**config.mk**
```make
export PLATFORM = sky130hd
export DESIGN_NAME = vdrop_comp
export DESIGN_NICKNAME = d
export VERILOG_FILES = /design/src/rtl/vdrop_pkg.sv /design/src/rtl/vdrop_trip_dec.sv /design/src/rtl/vdrop_offer_pick.sv /design/src/rtl/vdrop_settle.sv /design/src/rtl/vdrop_comp.sv
export SDC_FILE = /design/constraint.sdc
export NUM_CORES = 1
export LEC_CHECK = 0
export ABC_AREA = 1
export ABC_CLOCK_PERIOD_IN_PS = 26600
export BUFFER_PORTS_ARGS = -buffer_cell sky130_fd_sc_hd__buf_2
export CAP_MARGIN = 25
export CORE_UTILIZATION = 54
export CTS_BUF_LIST = sky130_fd_sc_hd__clkbuf_16
export DETAILED_ROUTE_END_ITERATION = 8
export GPL_TIMING_DRIVEN = 0
export PLACE_DENSITY = 0.74
export SLEW_MARGIN = 20
export SYNTH_ARGS = -nofsm -noshare
export SYNTH_HDL_FRONTEND = slang
export SYNTH_SLANG_ARGS = --single-unit
```
**constraint.sdc**
```tcl
create_clock -name clk -period 26.6 [get_ports clk]
set_clock_uncertainty 0.15 [all_clocks]
set_input_delay 5.32 -clock clk [delete_from_list [all_inputs] [get_ports clk]]
set_output_delay 5.32 -clock clk [all_outputs]
set_load 0.03 [all_outputs]
```
**src/rtl/vdrop_pkg.sv**
```systemverilog
package vdrop_pkg;

  typedef enum logic [2:0] {
    ST_IDLE,
    ST_ARM,
    ST_SAMPLE,
    ST_SETTLE,
    ST_PASS,
    ST_LOW
  } comp_state_e;

  // Target voltage in 10 mV units for each select code.
  function automatic int unsigned target_cv(input logic [2:0] code);
    int unsigned t;
    case (code)
      3'd0:    t = 500;
      3'd1:    t = 900;
      3'd2:    t = 1500;
      3'd3:    t = 2000;
      3'd4:    t = 430;
      3'd5:    t = 860;
      3'd6:    t = 1290;
      default: t = 1720;
    endcase
    return t;
  endfunction

endpackage

```
**src/rtl/vdrop_trip_dec.sv**
```systemverilog
module vdrop_trip_dec #(
  parameter int          VW       = 12,
  parameter int unsigned TRIP_PCT = 94
) (
  input  logic [2:0]    code,
  output logic [VW-1:0] trip,
  output logic          comp_en
);
  import vdrop_pkg::*;

  always_comb begin
    trip    = VW'((target_cv(code) * TRIP_PCT) / 100);
    comp_en = ~code[2];
  end

endmodule

```
**src/rtl/vdrop_offer_pick.sv**
```systemverilog
module vdrop_offer_pick #(
  parameter int VW       = 12,
  parameter int N_OFFERS = 6
) (
  input  logic [N_OFFERS*VW-1:0] offer_volts,
  input  logic [N_OFFERS-1:0]    offer_valid,
  input  logic [VW-1:0]          floor_v,
  output logic                   found,
  output logic [VW-1:0]          next_v
);
  logic [VW-1:0] slot_v [N_OFFERS];

  for (genvar g = 0; g < N_OFFERS; g++) begin : g_slot
    assign slot_v[g] = offer_volts[g*VW +: VW];
  end

  // Smallest valid offer strictly above floor_v, slot order irrelevant.
  always_comb begin
    found  = 1'b0;
    next_v = '0;
    for (int i = 0; i < N_OFFERS; i++) begin
      if (offer_valid[i] && (slot_v[i] > floor_v) &&
          (!found || (slot_v[i] < next_v))) begin
        found  = 1'b1;
        next_v = slot_v[i];
      end
    end
  end

endmodule

```
**src/rtl/vdrop_settle.sv**
```systemverilog
module vdrop_settle #(
  parameter int SETTLE_CYC = 8
) (
  input  logic clk,
  input  logic rst_n,
  input  logic load,
  output logic expired
);
  localparam int CW = $clog2(SETTLE_CYC + 1);

  logic [CW-1:0] cnt_q;

  always_ff @(posedge clk or negedge rst_n) begin
    if (!rst_n) begin
      cnt_q <= '0;
    end else if (load) begin
      cnt_q <= CW'(SETTLE_CYC);
    end else if (cnt_q != '0) begin
      cnt_q <= cnt_q - CW'(1);
    end
  end

  assign expired = (cnt_q == CW'(1));

endmodule

```
**src/rtl/vdrop_comp.sv**
```systemverilog
module vdrop_comp #(
  parameter int          VW         = 12,
  parameter int          N_OFFERS   = 6,
  parameter int          SETTLE_CYC = 8,
  parameter int          PPS_STEP   = 10,
  parameter int          PPS_LIMIT  = 130,
  parameter int          FIX_LIMIT  = 400,
  parameter int unsigned TRIP_PCT   = 94
) (
  input  logic                   clk,
  input  logic                   rst_n,
  input  logic                   start,
  input  logic [2:0]             tgt_code,
  input  logic                   offer_pps,
  input  logic [VW-1:0]          base_req,
  input  logic [N_OFFERS*VW-1:0] offer_volts,
  input  logic [N_OFFERS-1:0]    offer_valid,
  input  logic                   vout_valid,
  output logic                   vout_ready,
  input  logic [VW-1:0]          vout_data,
  output logic                   req_strobe,
  output logic [VW-1:0]          req_volts,
  output logic                   busy,
  output logic                   comp_ok,
  output logic                   low_volt
);
  import vdrop_pkg::*;

  localparam int VW1 = VW + 1;

  comp_state_e   state_q, state_d;
  logic [VW-1:0] req_q, base_q, added_q, step_v;
  logic          pps_q, strobe_q, step_go;
  logic [2:0]    code_q;

  logic [VW-1:0] trip_lvl;
  logic          comp_en;
  logic          pick_found;
  logic [VW-1:0] pick_v;
  logic          settle_done;

  logic start_acc, accept, is_low, pps_room, fix_room;

  // Trip level comes from the registered code: one cycle of arming
  // keeps the multiply off the start path.
  vdrop_trip_dec #(.VW(VW), .TRIP_PCT(TRIP_PCT)) u_trip (
    .code    (code_q),
    .trip    (trip_lvl),
    .comp_en (comp_en)
  );

  vdrop_offer_pick #(.VW(VW), .N_OFFERS(N_OFFERS)) u_pick (
    .offer_volts (offer_volts),
    .offer_valid (offer_valid),
    .floor_v     (req_q),
    .found       (pick_found),
    .next_v      (pick_v)
  );

  vdrop_settle #(.SETTLE_CYC(SETTLE_CYC)) u_settle (
    .clk     (clk),
    .rst_n   (rst_n),
    .load    (step_go),
    .expired (settle_done)
  );

  always_comb begin
    start_acc = start && ((state_q == ST_IDLE) || (state_q == ST_PASS) ||
                          (state_q == ST_LOW));
    accept    = vout_valid && (state_q == ST_SAMPLE);
    is_low    = (vout_data < trip_lvl);
    pps_room  = ({1'b0, added_q} + VW1'(PPS_STEP)) <= VW1'(PPS_LIMIT);
    fix_room  = pick_found &&
                ({1'b0, pick_v} <= ({1'b0, base_q} + VW1'(FIX_LIMIT)));
  end

  always_comb begin
    state_d = state_q;
    step_go = 1'b0;
    step_v  = req_q;
    case (state_q)
      ST_IDLE, ST_PASS, ST_LOW: begin
        if (start) state_d = ST_ARM;
      end
      ST_ARM: begin
        state_d = comp_en ? ST_SAMPLE : ST_PASS;
      end
      ST_SAMPLE: begin
        if (accept) begin
          if (!is_low) begin
            state_d = ST_PASS;
          end else if (pps_q && pps_room) begin
            step_go = 1'b1;
            step_v  = req_q + VW'(PPS_STEP);
            state_d = ST_SETTLE;
          end else if (!pps_q && fix_room) begin
            step_go = 1'b1;
            step_v  = pick_v;
            state_d = ST_SETTLE;
          end else begin
            state_d = ST_LOW;
          end
        end
      end
      ST_SETTLE: begin
        if (settle_done) state_d = ST_SAMPLE;
      end
      default: state_d = ST_IDLE;
    endcase
  end

  always_ff @(posedge clk or negedge rst_n) begin
    if (!rst_n) begin
      state_q  <= ST_IDLE;
      strobe_q <= 1'b0;
      req_q    <= '0;
      base_q   <= '0;
      added_q  <= '0;
      pps_q    <= 1'b0;
      code_q   <= '0;
    end else begin
      state_q  <= state_d;
      strobe_q <= step_go;
      if (start_acc) begin
        req_q   <= base_req;
        base_q  <= base_req;
        added_q <= '0;
        pps_q   <= offer_pps;
        code_q  <= tgt_code;
      end else if (step_go) begin
        req_q <= step_v;
        if (pps_q) added_q <= added_q + VW'(PPS_STEP);
      end
    end
  end

  assign vout_ready = (state_q == ST_SAMPLE);
  assign req_strobe = strobe_q;
  assign req_volts  = req_q;
  assign busy       = (state_q == ST_ARM) || (state_q == ST_SAMPLE) ||
                      (state_q == ST_SETTLE);
  assign comp_ok    = (state_q == ST_PASS);
  assign low_volt   = (state_q == ST_LOW);

endmodule

```
### Word level (Yosys, flattened, before mapping)

Cells that the tools add are included.

* word-level logic and storage cells: 127
* input bits: 110
* bits in registers: 48
* output and inout port bits: 17

* divide/modulo/power cells: 1
* mux-type cells: 38
* order comparisons: 14
* reductions and logical operators: 45
* $mul: 1
* add/sub/neg operators: 5
* equal/unequal tests: 15

Operators by type and width (count)
* 12-bit 2-to-1 mux: 16
* 11-bit one-hot mux with 7 select lines: 1
* 12-bit > comparator: 6
* 12-bit < comparator: 6
* 32-bit by 7-bit divider with 32-bit output, second input constant: 1
* 12-bit by 4-bit adder with 12-bit output, second input constant: 2
* 3-bit 2-to-1 mux: 7
* 11-bit by 6-bit multiplier with 17-bit output, second input constant: 1
* 1-bit logical AND: 16
* 3-bit == test, second input constant: 5
* 12-bit by 4-bit adder with 13-bit output, second input constant: 1
* 12-bit by 9-bit adder with 13-bit output, second input constant: 1
* 12-bit by 13-bit <= comparator with 1-bit output: 1
* 13-bit by 8-bit <= comparator with 1-bit output, second input constant: 1
* 3-bit by 2-bit == test with 1-bit output, second input constant: 4
* 3-bit one-hot mux with 4 select lines: 1
* 2-bit nonzero test: 6
* 1-bit 2-to-1 mux: 11
* 1-bit logical OR: 9
* 4-bit 2-to-1 mux: 2
* 3-bit by 1-bit == test with 1-bit output, second input constant: 2
* 1-bit zero test: 6
* 3-bit zero test: 2
* 5-bit AND reduction: 1
* 9 further kinds: 10

### Longest topological paths before layout

* depth after elaboration: 33
* mapped depth: 116
* depth with buffers taken out: 116

### Hierarchy

Synthesis repeated with hierarchy kept, for this count alone.

* cell total of the unflattened synthesis: 2561
* area, all modules: 14816.7 sq um

Modules (own cells, without submodules)
* vdrop_trip_dec: seq. area each 0.0 sq um, area each 7563.5 sq um, cells each 1473, times used 1
* vdrop_offer_pick: seq. area each 0.0 sq um, area each 3714.8 sq um, cells each 583, times used 1
* vdrop_comp: seq. area each 1076.0 sq um, area each 3285.7 sq um, cells each 473, times used 1
* vdrop_settle: seq. area each 100.1 sq um, area each 252.7 sq um, cells each 32, times used 1

### Worst setup path before layout

Ideal clock, no wire load.

* path kind: in2reg
* start point: in offer_volts[11]
* end point: reg req_q[7], in the netlist req_volts[7]
* required time: 26.324 ns
* buffers on the path: 6
* path slack: 10.934 ns
* setup time: 0.126 ns
* arrival time: 15.390 ns
* stages: 71
* cell sequence: ha_1 -> nand2_1 -> nor2_1 -> nand4_1 -> a21o_1 -> a31oi_1 -> clkbuf_1 -> nand2_1 -> ha_1 -> nand2_1 -> nor3_1 -> nand3_1 -> a21oi_1 -> o21ai_0 -> nand2_1 -> clkbuf_1 -> nand2_1 -> o21ai_0 -> [35 not listed] -> o21ai_0 -> ha_1 -> nand2_1 -> o21ai_0 -> nand2_1 -> nand2_1 -> a21oi_1 -> o221a_2 -> o21ai_0 -> a21oi_1 -> or3_1 -> o211ai_1 -> nand2_1 -> nand4_4 -> nand2_4 -> buf_6 -> nand2_1 -> o21ai_2

* longest elaborated chain between the ends: 33
* elaborated cells between the ends (all ways): 52
* those cells by class: order compare (7); mux (24); reduce/logical (21)

RTL lines
* start: declaration: line vdrop_comp.sv:16 `input logic [N_OFFERS*VW-1:0] offer_volts,`
* 12-bit > comparator: line vdrop_offer_pick.sv:22 `if (offer_valid[i] && (slot_v[i] > floor_v) &&`
* 1-bit logical AND: line vdrop_offer_pick.sv:22
* 12-bit 2-to-1 mux or 1-bit 2-to-1 mux (tied branches): line vdrop_offer_pick.sv:22
* 12-bit < comparator or 1-bit zero test (tied branches): line vdrop_offer_pick.sv:23 `(!found || (slot_v[i] < next_v))) begin`
* 1-bit logical OR: line vdrop_offer_pick.sv:23
* 1-bit logical AND: line vdrop_offer_pick.sv:22
* 12-bit 2-to-1 mux or 1-bit 2-to-1 mux (tied branches): line vdrop_offer_pick.sv:22
* 12-bit < comparator or 1-bit zero test (tied branches): line vdrop_offer_pick.sv:23
* [17 not listed]
* 1-bit logical AND: line vdrop_comp.sv:96 `end else if (!pps_q && fix_room) begin`
* 1-bit 2-to-1 mux: line vdrop_comp.sv:96
* 1-bit 2-to-1 mux: line vdrop_comp.sv:92 `end else if (pps_q && pps_room) begin`
* 1-bit 2-to-1 mux: line vdrop_comp.sv:90 `if (!is_low) begin`
* 1-bit 2-to-1 mux: line vdrop_comp.sv:89 `if (accept) begin`
* 1-bit 2-to-1 mux: line vdrop_comp.sv:81 `case (state_q)`
* 2-bit nonzero test (no source line)
* 5-bit AND reduction (no source line)
* end signal: assignment: line vdrop_comp.sv:125 `req_q <= base_req;`
* end signal: assignment: line vdrop_comp.sv:131 `req_q <= step_v;`
* end: declaration: line vdrop_comp.sv:32 `logic [VW-1:0] req_q, base_q, added_q, step_v;`

Several ways; a longest one is shown, not always the timed one. The select of a mux whose other input is x is not followed.
A chain may end at the register's enable or synchronous reset.

### Worst setup path after layout

* start point: in offer_volts[11]
* end point: reg added_q[7]

* longest elaborated chain between the ends: 33
* elaborated cells between the ends (all ways): 44
* those cells by class: order compare (7); mux (17); reduce/logical (20)

RTL lines
* 12-bit > comparator: line vdrop_offer_pick.sv:22
* 1-bit logical AND: line vdrop_offer_pick.sv:22
* 12-bit 2-to-1 mux or 1-bit 2-to-1 mux (tied branches): line vdrop_offer_pick.sv:22
* 12-bit < comparator or 1-bit zero test (tied branches): line vdrop_offer_pick.sv:23
* 1-bit logical OR: line vdrop_offer_pick.sv:23
* 1-bit logical AND: line vdrop_offer_pick.sv:22
* 12-bit 2-to-1 mux or 1-bit 2-to-1 mux (tied branches): line vdrop_offer_pick.sv:22
* 12-bit < comparator or 1-bit zero test (tied branches): line vdrop_offer_pick.sv:23
* [17 not listed]
* 1-bit logical AND *: line vdrop_comp.sv:96
* 1-bit 2-to-1 mux *: line vdrop_comp.sv:96
* 1-bit 2-to-1 mux *: line vdrop_comp.sv:92
* 1-bit 2-to-1 mux *: line vdrop_comp.sv:90
* 1-bit 2-to-1 mux *: line vdrop_comp.sv:89
* 1-bit 2-to-1 mux *: line vdrop_comp.sv:81
* 2-bit nonzero test (no source line) *
* 2-bit AND reduction (no source line) *
* end signal: assignment: line vdrop_comp.sv:132 `if (pps_q) added_q <= added_q + VW'(PPS_STEP);`
* end: declaration: line vdrop_comp.sv:32

Every way passes the cells marked *; elsewhere a longest branch is shown, timed or not.

==> results.cfg <==
[logic_synthesis]
synth_common_cells = nand2_1, inv_1, nand3_1
synthArstFlopShare_pct = 100
synth_fp_nets = 2568
syn_avg_cell_area_sq_um = 5.98
synth.top_cells.by_area = ha_1, nand2_1, dfrtp_1
synth_top_area_cell = ha_1
netlist_area_sq_um = 13400
ys_types = 56
synthCells = 2248
yosysWarnings = 0
synth_edf_count = 0
synth-main-ff-cell = dfrtp_1
yosysMostFrequentCell = nand2_1
ys_seq_area_share_pct = 8.75
yosysTopAreaCellShare_pct = 18.2
ys_ff_latch = 47

[routing]
routed-via-count = 15104
wl_per_cell_um = 14.6
postRouteAntennaNets = 0
finalWirelength_um = 39500
vias_per_cell = 5.58
drt-initial-drc-count = 956
dr.pass1.iters = 7
drc = 0

[timing]
fin_crit_ns = 18.36
timing_hold_violations_final = 0
final-setup-viol-count = 0
worst_slew_pin_slew_ns = 0.765
finalWorstSetupSlack_ns = 8.24
finalCritPeriodShare_pct = 69.0
drv_slew = 0
max_freq_mhz = 54.5
rsz0062_at_grt = false
slew_headroom_pct = 48.9
setup-tns-final_ns = 0

[worst_setup_path]
setup.worst_path.start = offer_volts[11]
max_stage_delay_ns = 0.42
worst-path-max-fanout = 10
cp_common_cell = nand2_1
r2r-start = code_q[0]$_DFFE_PN0P_
critPathKind = in -> reg
worst_ep_arrival_time_ns = 18.45
critPathCaptureType = flip-flop
crit_slowest_cell = clkbuf_1
cp_data_required_time_ns = 26.68
cp-start-kind = input port

[clocking]
clk_latency_ns = 0.29
numCtsBuffers = 5
post_cts_buffers = 0
cts_tree = yes
cts_max_path_buffers = 2
path_clk_slew_ns = 0.06
cts_hold_buf = 0
cts.sinks = 47
htree_levels = 2
root_buffer = clkbuf_16
cts.repair.resized = 0

[global_route]
grt_pass1_wl_um = 65800
grt_usage_pct = 30.7
grt_antenna_before_repair = 3
grt_pass1_vias = 14295
grt_max_degree = 29
grt_overflow = 0

[placed_design]
routabilityCongestion = 0.977
dp_hpwl_um = 33800
io_buffers = 126
dpl_worst_slack_ns = 8.23
dp.cells = 2699

[flow_run]
cap_violations = 0

[floorplanning]
start_util_pct = 55.1
die-height_um = 160
core-area_sq_um = 24400
dieArea_sq_um = 25500
ios = 127
core.rowCount = 57
die_x_um = 160

[hold_path]
hold_path.class = reg -> reg
hold_start = added_q[6]$_DFFE_PN0P_

[finish]
drive_gt1_share_pct = 12.8
final_core_util_pct = 60.3
nets = 2702
syn2layout_area_growth_pct = 9.32
fin_cells = 2708

[status]
status = finished, final reports clean
-- metal layers --
layer  global-route usage (%)  up-vias  routed length, um
met1                     38.0     6883              17400
met2                     55.1      401              19000
met4                     9.74        4               1150
met5                        0        -                 18
li1                         -     7737                  -
met3                     3.61       79               1990
-- critical path: cells and delay by family --
kind / cells / cell delay [ns]
buffers and inverters: 7 / 1.81
and+or+nand+nor: 27 / 3.65
AOI/OAI and AO/OA: 31 / 5.48
adders and majority gates: 7 / 2.21
-- layout by cell type, fill, tap and decap left out, drive strengths merged, types with 24 or more instances in the layout --
master | Yosys | final
a21oi | 101 | 101
dfrtp | 47 | 47
nand3 | 233 | 233
nor3 | 24 | 24
xor2 | 51 | 51
o21ai | 167 | 167
nand4 | 60 | 60
nand2 | 691 | 691
buf | 20 | 147
ha | 196 | 196
nor2 | 204 | 204
inv | 313 | 314
-- per-stage QoR --
stage          cell area (sq um)  hold WS [ns]
6_report                   14700         0.330
5_1_grt                    14700         0.351
4_1_cts                    14700         0.334
3_5_place_dp               14500         0.319
3_3_place_gp               14500         0.308
2_1_floorplan              13400         0.292
-- final cells by class --
type                       count  area (sq um)
antenna                        1          2.50
buffer                        35           244
clock buffer                   5           125
clock inverter                 3          63.8
fill                        2435          9690
inverter                     318          1190
multi-input combinational   1848         10800
sequential                    47          1180
tap                          324           405
timing repair buffer         127           651
-- logic make-up (layout without fill, tap and decap cells) --
logic type / count (synthesis) / after routing / share of synthesized area, %
AND/OR/NAND/NOR: 1242 / 1242 / 41.7
buffers and inverters: 353 / 488 / 10.7
AO/OA/AOI/OAI: 333 / 333 / 14.3
adder cells (fa/ha/maj): 210 / 210 / 20.3
XOR/XNOR: 63 / 63 / 4.22
flip-flops: 47 / 47 / 8.75
other: 0 / 1 / 0
-- worst paths after layout --
check | to | slack (ns) | cells after the start
setup / recovery | added_q[7]$_DFFE_PN0P_ | 8.24 | 72
hold / removal | added_q[6]$_DFFE_PN0P_ | 0.33 | 2
setup reg to reg | added_q[7]$_DFFE_PN0P_ | 10.91 | 100
hold reg to reg | added_q[6]$_DFFE_PN0P_ | 0.33 | 2
max in group asynchronous | added_q[1]$_DFFE_PN0P_ | 20.94 | 2
min in group asynchronous | u_settle.cnt_q[3]$_DFFE_PN0P_ | 4.84 | 1
-- registers in the layout (all words and copies together) (netlist names) --
register	count
pps_q	1
u_settle.cnt_q	4
req_volts	12
base_q	12
req_strobe	1
code_q	3
added_q	11
state_q	3
Power is not shown: default switching activity piles up to over one toggle a cycle in this logic, so the estimate is an artifact.
